[src/rtl/ct_pkg.sv]
package ct_pkg;

    typedef enum logic [1:0] {
        EDGE_OFF  = 2'd0,
        EDGE_RISE = 2'd1,
        EDGE_FALL = 2'd2,
        EDGE_ANY  = 2'd3
    } edge_sel_e;

    // Mode register; a_edge occupies the least significant bits.
    typedef struct packed {
        logic [5:0] spare;
        logic       cmp_restart;
        logic       trig_from_aux;
        edge_sel_e  trig_edge;
        logic       off_on_b;
        logic       stop_on_b;
        edge_sel_e  b_edge;
        edge_sel_e  a_edge;
    } mode_t;

    localparam int MODE_W = $bits(mode_t);

    typedef enum logic [2:0] {
        ADDR_CMD   = 3'd0,
        ADDR_MODE  = 3'd1,
        ADDR_COUNT = 3'd2,
        ADDR_CAPA  = 3'd3,
        ADDR_CAPB  = 3'd4,
        ADDR_CMPC  = 3'd5,
        ADDR_STAT  = 3'd6,
        ADDR_NONE  = 3'd7
    } reg_addr_e;

    // Status view; overflow is bit 0, counting is bit 6.
    typedef struct packed {
        logic counting;
        logic ext_trig;
        logic cmp_hit;
        logic b_loaded;
        logic a_loaded;
        logic overrun;
        logic overflow;
    } status_t;

    localparam int CMD_ENABLE_BIT  = 0;
    localparam int CMD_DISABLE_BIT = 1;

    function automatic logic edge_hit(edge_sel_e sel, logic rise, logic fall);
        case (sel)
            EDGE_RISE: return rise;
            EDGE_FALL: return fall;
            EDGE_ANY:  return rise | fall;
            default:   return 1'b0;
        endcase
    endfunction

endpackage

[src/rtl/ct_sync_edge.sv]
module ct_sync_edge #(
    parameter int N = 2
) (
    input  logic         clk,
    input  logic         rst,
    input  logic [N-1:0] din,
    output logic [N-1:0] rise,
    output logic [N-1:0] fall
);
    localparam int STAGES = 3;

    for (genvar gi = 0; gi < N; gi++) begin : g_pin
        logic [STAGES-1:0] pipe;

        always_ff @(posedge clk) begin
            if (rst) pipe <= '0;
            else     pipe <= {pipe[STAGES-2:0], din[gi]};
        end

        // pipe[1] is the synchronised level, pipe[2] its previous value.
        assign rise[gi] =  pipe[1] & ~pipe[2];
        assign fall[gi] = ~pipe[1] &  pipe[2];
    end
endmodule

[src/rtl/ct_counter.sv]
module ct_counter #(
    parameter int CNT_W = 16
) (
    input  logic             clk,
    input  logic             rst,
    input  logic             en_cmd,
    input  logic             dis_cmd,
    input  logic             stop_req,
    input  logic             off_req,
    input  logic             ext_trig,
    input  logic             cmp_restart,
    input  logic [CNT_W-1:0] cmp_val,
    output logic [CNT_W-1:0] cnt,
    output logic             active,
    output logic             cmp_match,
    output logic             restart,
    output logic             ovf_evt
);
    localparam logic [CNT_W-1:0] ONE = CNT_W'(1);

    logic enabled_q;
    logic stopped_q;

    assign active    = enabled_q & ~stopped_q;
    assign cmp_match = active && (cnt == cmp_val);
    assign restart   = ext_trig | (cmp_match & cmp_restart);
    assign ovf_evt   = active && (&cnt) && !restart;

    always_ff @(posedge clk) begin
        if (rst) begin
            enabled_q <= 1'b0;
            stopped_q <= 1'b0;
            cnt       <= '0;
        end else begin
            if (stop_req) stopped_q <= 1'b1;
            if (off_req)  enabled_q <= 1'b0;
            if (ext_trig) stopped_q <= 1'b0;
            if (en_cmd) begin
                enabled_q <= 1'b1;
                stopped_q <= 1'b0;
            end
            if (dis_cmd)  enabled_q <= 1'b0;

            if (restart)     cnt <= '0;
            else if (active) cnt <= cnt + ONE;
        end
    end

    assert_count_step_R2: assert property (@(posedge clk) disable iff (rst)
        active && !restart |=> cnt == $past(cnt) + ONE);

    assert_disable_cmd_R2: assert property (@(posedge clk) disable iff (rst)
        dis_cmd |=> !active);

    assert_restart_zero_R7: assert property (@(posedge clk) disable iff (rst)
        restart |=> cnt == '0);

    assert_wrap_R9: assert property (@(posedge clk) disable iff (rst)
        ovf_evt |=> cnt == '0);
endmodule

[src/rtl/ct_capture.sv]
module ct_capture #(
    parameter int CNT_W = 16
) (
    input  logic             clk,
    input  logic             rst,
    input  logic [CNT_W-1:0] cnt,
    input  logic             a_hit,
    input  logic             b_hit,
    input  logic             rearm,
    output logic [CNT_W-1:0] cap_a,
    output logic [CNT_W-1:0] cap_b,
    output logic             ld_a,
    output logic             ld_b
);
    logic expect_a_q;

    assign ld_a =  expect_a_q & a_hit;
    assign ld_b = ~expect_a_q & b_hit;

    always_ff @(posedge clk) begin
        if (rst) begin
            expect_a_q <= 1'b1;
            cap_a      <= '0;
            cap_b      <= '0;
        end else begin
            if (rearm)     expect_a_q <= 1'b1;
            else if (ld_a) expect_a_q <= 1'b0;
            else if (ld_b) expect_a_q <= 1'b1;
            if (ld_a) cap_a <= cnt;
            if (ld_b) cap_b <= cnt;
        end
    end

    assert_capture_value_R3: assert property (@(posedge clk) disable iff (rst)
        ld_a |=> cap_a == $past(cnt));

    assert_a_not_twice_R4: assert property (@(posedge clk) disable iff (rst)
        ld_a && !rearm |=> !ld_a);

    assert_b_not_twice_R4: assert property (@(posedge clk) disable iff (rst)
        ld_b |=> !ld_b);
endmodule

[src/rtl/capture_timer.sv]
module capture_timer
    import ct_pkg::*;
#(
    parameter int CNT_W  = 16,
    parameter int DATA_W = 16
) (
    input  logic              clk,
    input  logic              rst,
    input  logic              reg_wr,
    input  logic              reg_rd,
    input  logic [2:0]        reg_addr,
    input  logic [DATA_W-1:0] reg_wdata,
    output logic [DATA_W-1:0] reg_rdata,
    input  logic              cap_in,
    input  logic              aux_in
);
    localparam int SRC_CAP = 0;
    localparam int SRC_AUX = 1;
    localparam int N_PINS  = 2;

    reg_addr_e addr;
    assign addr = reg_addr_e'(reg_addr);

    mode_t            mode_q;
    logic [CNT_W-1:0] cmp_q;
    status_t          flag_q;
    status_t          evt;
    status_t          stat_view;

    logic [N_PINS-1:0] rise, fall;
    logic              trig_rise, trig_fall, ext_trig;
    logic              en_cmd, dis_cmd, stat_clr;
    logic              a_hit, b_hit, ld_a, ld_b;
    logic [CNT_W-1:0]  cnt, cap_a, cap_b;
    logic              active, cmp_match, restart, ovf_evt;

    ct_sync_edge #(.N(N_PINS)) u_sync (
        .clk  (clk),
        .rst  (rst),
        .din  ({aux_in, cap_in}),
        .rise (rise),
        .fall (fall)
    );

    assign trig_rise = mode_q.trig_from_aux ? rise[SRC_AUX] : rise[SRC_CAP];
    assign trig_fall = mode_q.trig_from_aux ? fall[SRC_AUX] : fall[SRC_CAP];
    assign ext_trig  = edge_hit(mode_q.trig_edge, trig_rise, trig_fall);
    assign a_hit     = edge_hit(mode_q.a_edge, rise[SRC_CAP], fall[SRC_CAP]);
    assign b_hit     = edge_hit(mode_q.b_edge, rise[SRC_CAP], fall[SRC_CAP]);

    assign en_cmd   = reg_wr && (addr == ADDR_CMD) && reg_wdata[CMD_ENABLE_BIT];
    assign dis_cmd  = reg_wr && (addr == ADDR_CMD) && reg_wdata[CMD_DISABLE_BIT];
    assign stat_clr = reg_rd && (addr == ADDR_STAT);

    ct_counter #(.CNT_W(CNT_W)) u_counter (
        .clk         (clk),
        .rst         (rst),
        .en_cmd      (en_cmd),
        .dis_cmd     (dis_cmd),
        .stop_req    (ld_b & mode_q.stop_on_b),
        .off_req     (ld_b & mode_q.off_on_b),
        .ext_trig    (ext_trig),
        .cmp_restart (mode_q.cmp_restart),
        .cmp_val     (cmp_q),
        .cnt         (cnt),
        .active      (active),
        .cmp_match   (cmp_match),
        .restart     (restart),
        .ovf_evt     (ovf_evt)
    );

    ct_capture #(.CNT_W(CNT_W)) u_capture (
        .clk   (clk),
        .rst   (rst),
        .cnt   (cnt),
        .a_hit (a_hit),
        .b_hit (b_hit),
        .rearm (restart),
        .cap_a (cap_a),
        .cap_b (cap_b),
        .ld_a  (ld_a),
        .ld_b  (ld_b)
    );

    always_comb begin
        evt          = '0;
        evt.overflow = ovf_evt;
        evt.overrun  = !stat_clr && ((ld_a && flag_q.a_loaded) || (ld_b && flag_q.b_loaded));
        evt.a_loaded = ld_a;
        evt.b_loaded = ld_b;
        evt.cmp_hit  = cmp_match;
        evt.ext_trig = ext_trig;
    end

    always_ff @(posedge clk) begin
        if (rst) begin
            mode_q <= '0;
            cmp_q  <= '0;
            flag_q <= '0;
        end else begin
            if (reg_wr && addr == ADDR_MODE) mode_q <= mode_t'(reg_wdata[MODE_W-1:0]);
            if (reg_wr && addr == ADDR_CMPC) cmp_q  <= reg_wdata[CNT_W-1:0];
            flag_q <= (stat_clr ? status_t'('0) : flag_q) | evt;
        end
    end

    always_comb begin
        stat_view          = flag_q;
        stat_view.counting = active;
    end

    always_comb begin
        case (addr)
            ADDR_MODE:  reg_rdata = DATA_W'(mode_q);
            ADDR_COUNT: reg_rdata = DATA_W'(cnt);
            ADDR_CAPA:  reg_rdata = DATA_W'(cap_a);
            ADDR_CAPB:  reg_rdata = DATA_W'(cap_b);
            ADDR_CMPC:  reg_rdata = DATA_W'(cmp_q);
            ADDR_STAT:  reg_rdata = DATA_W'(stat_view);
            default:    reg_rdata = '0;
        endcase
    end

    assert_stop_after_b_R5: assert property (@(posedge clk) disable iff (rst)
        ld_b && mode_q.stop_on_b && !ext_trig && !en_cmd |=> !active);

    assert_off_after_b_R6: assert property (@(posedge clk) disable iff (rst)
        ld_b && mode_q.off_on_b && !en_cmd |=> !active);

    assert_overrun_R10: assert property (@(posedge clk) disable iff (rst)
        ld_a && flag_q.a_loaded && !stat_clr |=> flag_q.overrun);

    assert_flag_sticky_R11: assert property (@(posedge clk) disable iff (rst)
        flag_q.a_loaded && !stat_clr |=> flag_q.a_loaded);

    assert_load_flag_R3: assert property (@(posedge clk) disable iff (rst)
        ld_a |=> flag_q.a_loaded);
endmodule

[config.mk]
export PLATFORM = sky130hd
export DESIGN_NAME = capture_timer
export DESIGN_NICKNAME = d
export VERILOG_FILES = /design/src/rtl/ct_pkg.sv /design/src/rtl/ct_sync_edge.sv /design/src/rtl/ct_counter.sv /design/src/rtl/ct_capture.sv /design/src/rtl/capture_timer.sv
export SDC_FILE = /design/constraint.sdc
export NUM_CORES = 1
export LEC_CHECK = 0
export BUFFER_PORTS_ARGS = -buffer_cell sky130_fd_sc_hd__buf_2
export CAP_MARGIN = 20
export CORE_MARGIN = 2
export CORE_UTILIZATION = 45
export DETAILED_ROUTE_END_ITERATION = 10
export PLACE_DENSITY = 0.7
export SLEW_MARGIN = 30
export SYNTH_ARGS = -nofsm -noshare
export SYNTH_HDL_FRONTEND = slang
export SYNTH_SLANG_ARGS = --single-unit
[constraint.sdc]
create_clock -name clk -period 1.71 [get_ports clk]
set_input_delay 0.0855 -clock clk [delete_from_list [all_inputs] [get_ports clk]]
set_output_delay 0.0855 -clock clk [all_outputs]
set_load 0.03 [all_outputs]
-- Word-level counts from Yosys, hierarchy flattened
Cells that the tools add are included.
- add/subtract/negate cells: 1
- eq/ne operators: 16
- multiplexer cells: 11
- bitwise gates (word level): 20
- reductions and logical operators: 22
- operators with widths (kind ; number):
    $pmux W16 S6 ; 1
    $add A16 B1 Y16 const B ; 1
    $eq A16 B16 Y1 ; 1
    $reduce_and A16 Y1 ; 1
    $eq A2 B2 Y1 const B ; 6
    $logic_and A1 B1 Y1 ; 12
    $and A1 B1 Y1 ; 10
    $eq A3 B3 Y1 const B ; 3
    $pmux W1 S3 ; 3
    $mux W7 ; 1
    $or A7 B6 Y7 ; 1
    $eq A2 B1 Y1 const B ; 3
    $eq A3 B2 Y1 const B ; 2
    $mux W1 ; 6
    $not A1 Y1 ; 6
    $reduce_bool A2 Y1 ; 2
    $reduce_or A2 Y1 ; 2
    $eq A3 B1 Y1 const B ; 1
    $logic_not A3 Y1 ; 1
    $or A1 B1 Y1 ; 3
    $reduce_or A3 Y1 ; 1
    $logic_not A1 Y1 ; 2
    $logic_or A1 B1 Y1 ; 1
- register bits: 96
- bits of input ports: 25
- word-level logic and storage cells: 94

-- Longest topological paths before layout
- depth after elaboration: 9
- gate-level depth with buffers: 9
- depth with buffers taken out: 7

-- Hierarchy
From an unflattened synthesis, not the netlist that was laid out.
- cell total of the unflattened synthesis: 528
- area total of the unflattened synthesis: 4807.1 µm²
- modules (own cells, without submodules) (module ; instances ; cells each ; area an instance (µm²) ; seq. area each (µm²)):
    capture_timer ; 1 ; 265 ; 2193.4 ; 760.7
    ct_capture ; 1 ; 127 ; 1396.3 ; 660.6
    ct_counter ; 1 ; 120 ; 1034.7 ; 360.3
    ct_sync_edge ; 1 ; 16 ; 182.7 ; 120.1

-- Worst setup path after synthesis
OpenSTA, ideal clock, no wires.
- path kind: register to register
- start: register u_sync.g_pin[0].pipe[1]
- end: register u_capture.cap_b[2]
- setup time: 0.128 ns
- data arrival time: 1.747 ns
- required time: 1.582 ns
- path slack: -0.165 ns
- stages on the path, launching flop included: 10
- clock period less this slack: 1.875 ns
- cell sequence: dfxtp_1 -> inv_1 -> ha_1 -> nor2b_1 -> o21ai_0 -> a21oi_1 -> buf_2 -> buf_2 -> mux2i_1 -> nor2_1
- longest elaborated chain between the ends: 5
- elaborated cells between the ends (all ways): 6
- those cells by class: mux: 1; bitwise: 5
- ends and longest elaborated chain (element ; line ; source):
    start: declaration ; ct_sync_edge.sv:13 ; logic [STAGES-1:0] pipe;
    start signal: assignment ; ct_sync_edge.sv:17 ; else pipe <= {pipe[STAGES-2:0], din[gi]};
    $not A1 Y1 ; ct_sync_edge.sv:22 ; assign fall[gi] = ~pipe[1] & pipe[2];
    $and A1 B1 Y1 ; ct_sync_edge.sv:22 ;
    $or A1 B1 Y1 ; ct_pkg.sv:53 ; EDGE_ANY: return rise | fall;
    $pmux W1 S3 * ; ct_pkg.sv:50 ; case (sel)
    $and A1 B1 Y1 * ; ct_capture.sv:18 ; assign ld_b = ~expect_a_q & b_hit;
    end signal: assignment ; ct_capture.sv:30 ; if (ld_b) cap_b <= cnt;
    end: declaration ; ct_capture.sv:11 ; output logic [CNT_W-1:0] cap_b,
Mark *: on every way between the ends. The rest lies on a longest branch, timed or not.
A chain may end at the register's enable or synchronous reset.

-- Worst setup path after layout
- start: register u_counter.cnt[3]
- end: register u_counter.cnt[10]
- longest elaborated chain between the ends: 5
- elaborated cells between the ends (all ways): 6
- those cells by class: add/sub: 1; eq/ne: 1; bitwise: 2; reduce/logical: 2
- ends and longest elaborated chain (element ; line ; source):
    start: declaration ; ct_counter.sv:13 ; output logic [CNT_W-1:0] cnt,
    start signal: assignment ; ct_counter.sv:45 ; else if (active) cnt <= cnt + ONE;
    branches (longest 5 deep; another with $add A16 B1 Y16) ; - ;
Several ways; the timed one is not identified.

==> run_results.csv <==
group,metric,value,unit
timing,finalClockSkew,0.0109,ns
yosys,synth_area_leaders,"dfxtp_1 42%, mux2i_1 10%, nand2_1 6.5%",
timing,finalSetupTns,-0.444,ns
cts,htreeDepth,3,
die,die_y,104,um
yosys,yosysSeqAreaShare,41.9,%
cts,clk_latency,0.37,ns
yosys,synth_edf_count,0,
finish,layout.cells.non_filler,771,
placement,placed_cells_incl_taps,725,
finish,final_common_cell,"nand2_1",
worst_setup_path,cp-end-kind,"flip-flop",
worst_setup_path,cp_max_fo,5,
yosys,ys_seq_elements,95,
worst_setup_path,crit_start,"u_counter.cnt[3]$_SDFFE_PP0P_",
yosys,syn_avg_cell_area,8.62,um2
die,dieArea,10900,um2
die,initial_utilization,46.4,%
die,io_pins,41,
placement,gp_congestion,0.929,
routing,via_count,4284,
grt,grtUsageTotal,23.8,%
finish,layout-drive-gt1-share,33.5,%
timing,post-route-period-util,102,%
yosys,yosysTopAreaCellShare,41.9,%
power,ir_drop,0.570,mV
grt,antenna_found_initial,0,
worst_setup_path,path_class,"flip-flop to flip-flop",
finish,fillers,782,
yosys,async_reset_ff_share,0,%
power,p_leak,2.29,nW
timing,setup_violations,17,
timing,timing.fmax,0.571,GHz
outcome,violations,"negative setup slack",
placement,place_area,5210,um2
grt,grt_pass1_wl,20700,um
worst_setup_path,reg2reg_slack,-0.04,ns
timing,hold_viol_final,0,
timing,whs,0.131,ns
routing,firstDrtPassIters,5,
routing,drt_wl_total,13300,um
die,dieWidth,104,um
cts,clkSinkCount,95,
routing,wl_per_cell,17.2,um
finish,n_antenna_cell,0,
outcome,outcome,"finished with violations",
worst_setup_path,r2r_cells,7,
grt,grt_pass1_vias,4088,
worst_setup_path,start_kind,"flip-flop",
timing,min_period,1.75,ns
placement,port-buffer-count,40,
worst_setup_path,reg2reg_to,"u_counter.cnt[10]$_SDFFE_PP0P_",
placement,dp_worst_setup_slack,-0.140,ns
routing,ant_nets,0,
finish,finalNetCount,661,
yosys,syn_area,4530,um2
timing,rsz0062_at_grt,"yes",
cts,cts_made_buffers,9,
grt,grt-ovfl-total,0,
routing,first_iter_violations,442,
routing,viasPerCell,5.56,
cts,clkTransAtPathRegs,0.09,ns
worst_setup_path,crit_path_end,"u_counter.cnt[10]$_SDFFE_PP0P_",
timing,slew_headroom,64.5,%
timing,maxSlewViolCount,0,
die,row_count,36,
yosys,synth_area_leader_cell,"dfxtp_1",
power,power-per-cell-area,698,nW/um2
job,cap_viol_max_count,0,
finish,final_cell_mix,"78 x nand2_1, 75 x dfxtp_1, 73 x buf_4",
worst_hold_path,min_path_type,"input pin to flip-flop",
yosys,netlist_instances,526,
die,coreArea,9770,um2
timing,worst_slew_pin_slew,0.524,ns
finish,area_growth,33.9,%
timing,fin_ws,-0.0400,ns
finish,design_area,6070,um2
routing,drc_errors,0,
worst_setup_path,r2r-start,"u_counter.cnt[3]$_SDFFE_PP0P_",
worst_setup_path,worstPathRequired,1.97,ns
cts,cts_tree,"built",
cts,cts-root-buf,"clkbuf_8",
worst_setup_path,crit_arrival,2.01,ns
yosys,yosysWarnings,0,
yosys,synth.net_count,554,
placement,hpwl,9110,um
cts,clockBufferDepth,2,
yosys,synth.distinct_cells,51,
grt,grt_max_degree,49,
yosys,synthFlopType,"dfxtp_1",
-- where the power goes --
| part | internal (mW) | switching (mW) | total [mW] |
|---|---|---|---|
| Sequential | 2.23 | 0.0214 | 2.25 |
| Clock | 0.723 | 0.788 | 1.51 |
| Combinational | 0.213 | 0.258 | 0.471 |
-- flip-flops by register name, indices dropped and copies added, names as in the netlist --
signal / flops
cmp_q: 16
flag_q: 6
mode_q: 16
u_capture.cap_a: 16
u_capture.cap_b: 16
u_capture.expect_a_q: 1
u_counter.cnt: 16
u_counter.enabled_q: 1
u_counter.stopped_q: 1
u_sync.g_pin.pipe: 6
-- how the worst min path moves through the flow --
| stage | cells after the start | endpoint | from | slack (ns) |
|---|---|---|---|---|
| floorplan | 1 | u_counter.enabled_q$_SDFFE_PP0P_ | reg_wdata[1] | 0.19 |
| global placement | 2 | u_sync.g_pin[0].pipe[0]$_SDFF_PP0_ | cap_in | 0.30 |
| detailed placement | 2 | u_sync.g_pin[0].pipe[0]$_SDFF_PP0_ | cap_in | 0.30 |
| CTS | 3 | flag_q[1]$_SDFF_PP0_ | rst | 0.13 |
| global route | 3 | flag_q[1]$_SDFF_PP0_ | rst | 0.15 |
| finish | 3 | flag_q[1]$_SDFF_PP0_ | rst | 0.13 |
-- worst max-delay path: stages (launching register included) --
cell and delay (ns):
dfxtp_4 0.38, xnor2_2 0.14, nand4_1 0.12, or4_4 0.51
o21ai_4 0.18, buf_12 0.14, buf_12 0.12, nor2_4 0.03
-- metrics by stage --
step	power [mW]	util (%)
2_1_floorplan	2.52	-
3_3_place_gp	2.67	53.3
3_5_place_dp	2.68	53.3
4_1_cts	4.20	59.9
5_1_grt	4.39	62.1
6_report	4.23	62.1
-- final cells by class --
type	count	area [um2]	area share [%]
Multi-Input combinational cell	378	2610	43.0
Clock buffer	12	145	2.39
Clock inverter	4	55.1	0.907
Sequential cell	95	1940	31.9
Inverter	7	26.3	0.433
Timing Repair Buffer	142	1130	18.7
Tap cell	133	166	2.74
-- kinds of logic after synthesis --
group	Yosys count	synth area share, %
compound gates	100	14.5
mux	48	10.7
fa+ha+maj	3	0.828
simple gates	199	20.1
buf+inv	53	6.65
flops	95	41.9
xor+xnor	28	5.41
-- synth_stat cells, drive strengths merged (2+ instances only) --
library cell,count
mux2i,46
a22oi,5
nor2,64
xor2,13
nand3b,7
nand2,78
nand3,8
a221o,5
a21oi,53
ha,3
nor2b,18
buf,15
o21ai,9
inv,7
clkbuf,31
xnor2,15
and3,4
mux2,2
nand2b,3
a22o,4
dfxtp,95
nand4,7
o221ai,2
a221oi,14
a31oi,2
-- per-layer routing --
layer / vias up / part of all wire (%) / track usage [%]
met4: 0 / 3.3 / 8.30
met3: 43 / 7.0 / 3.01
met1: 2033 / 43 / 32.0
li1: 2018 / - / -
met5: - / 0 / 0
met2: 190 / 47 / 39.4
-- what timing repair did --
item,in CTS,in global routing
setup buffers,8,2
hold buffers,18,0
setup endpoints to repair,56,60
gates resized for setup,45,59
pin swaps,17,28
hold endpoints to repair,32,0
gates cloned,2,0
(Power assumes the default switching activity.)
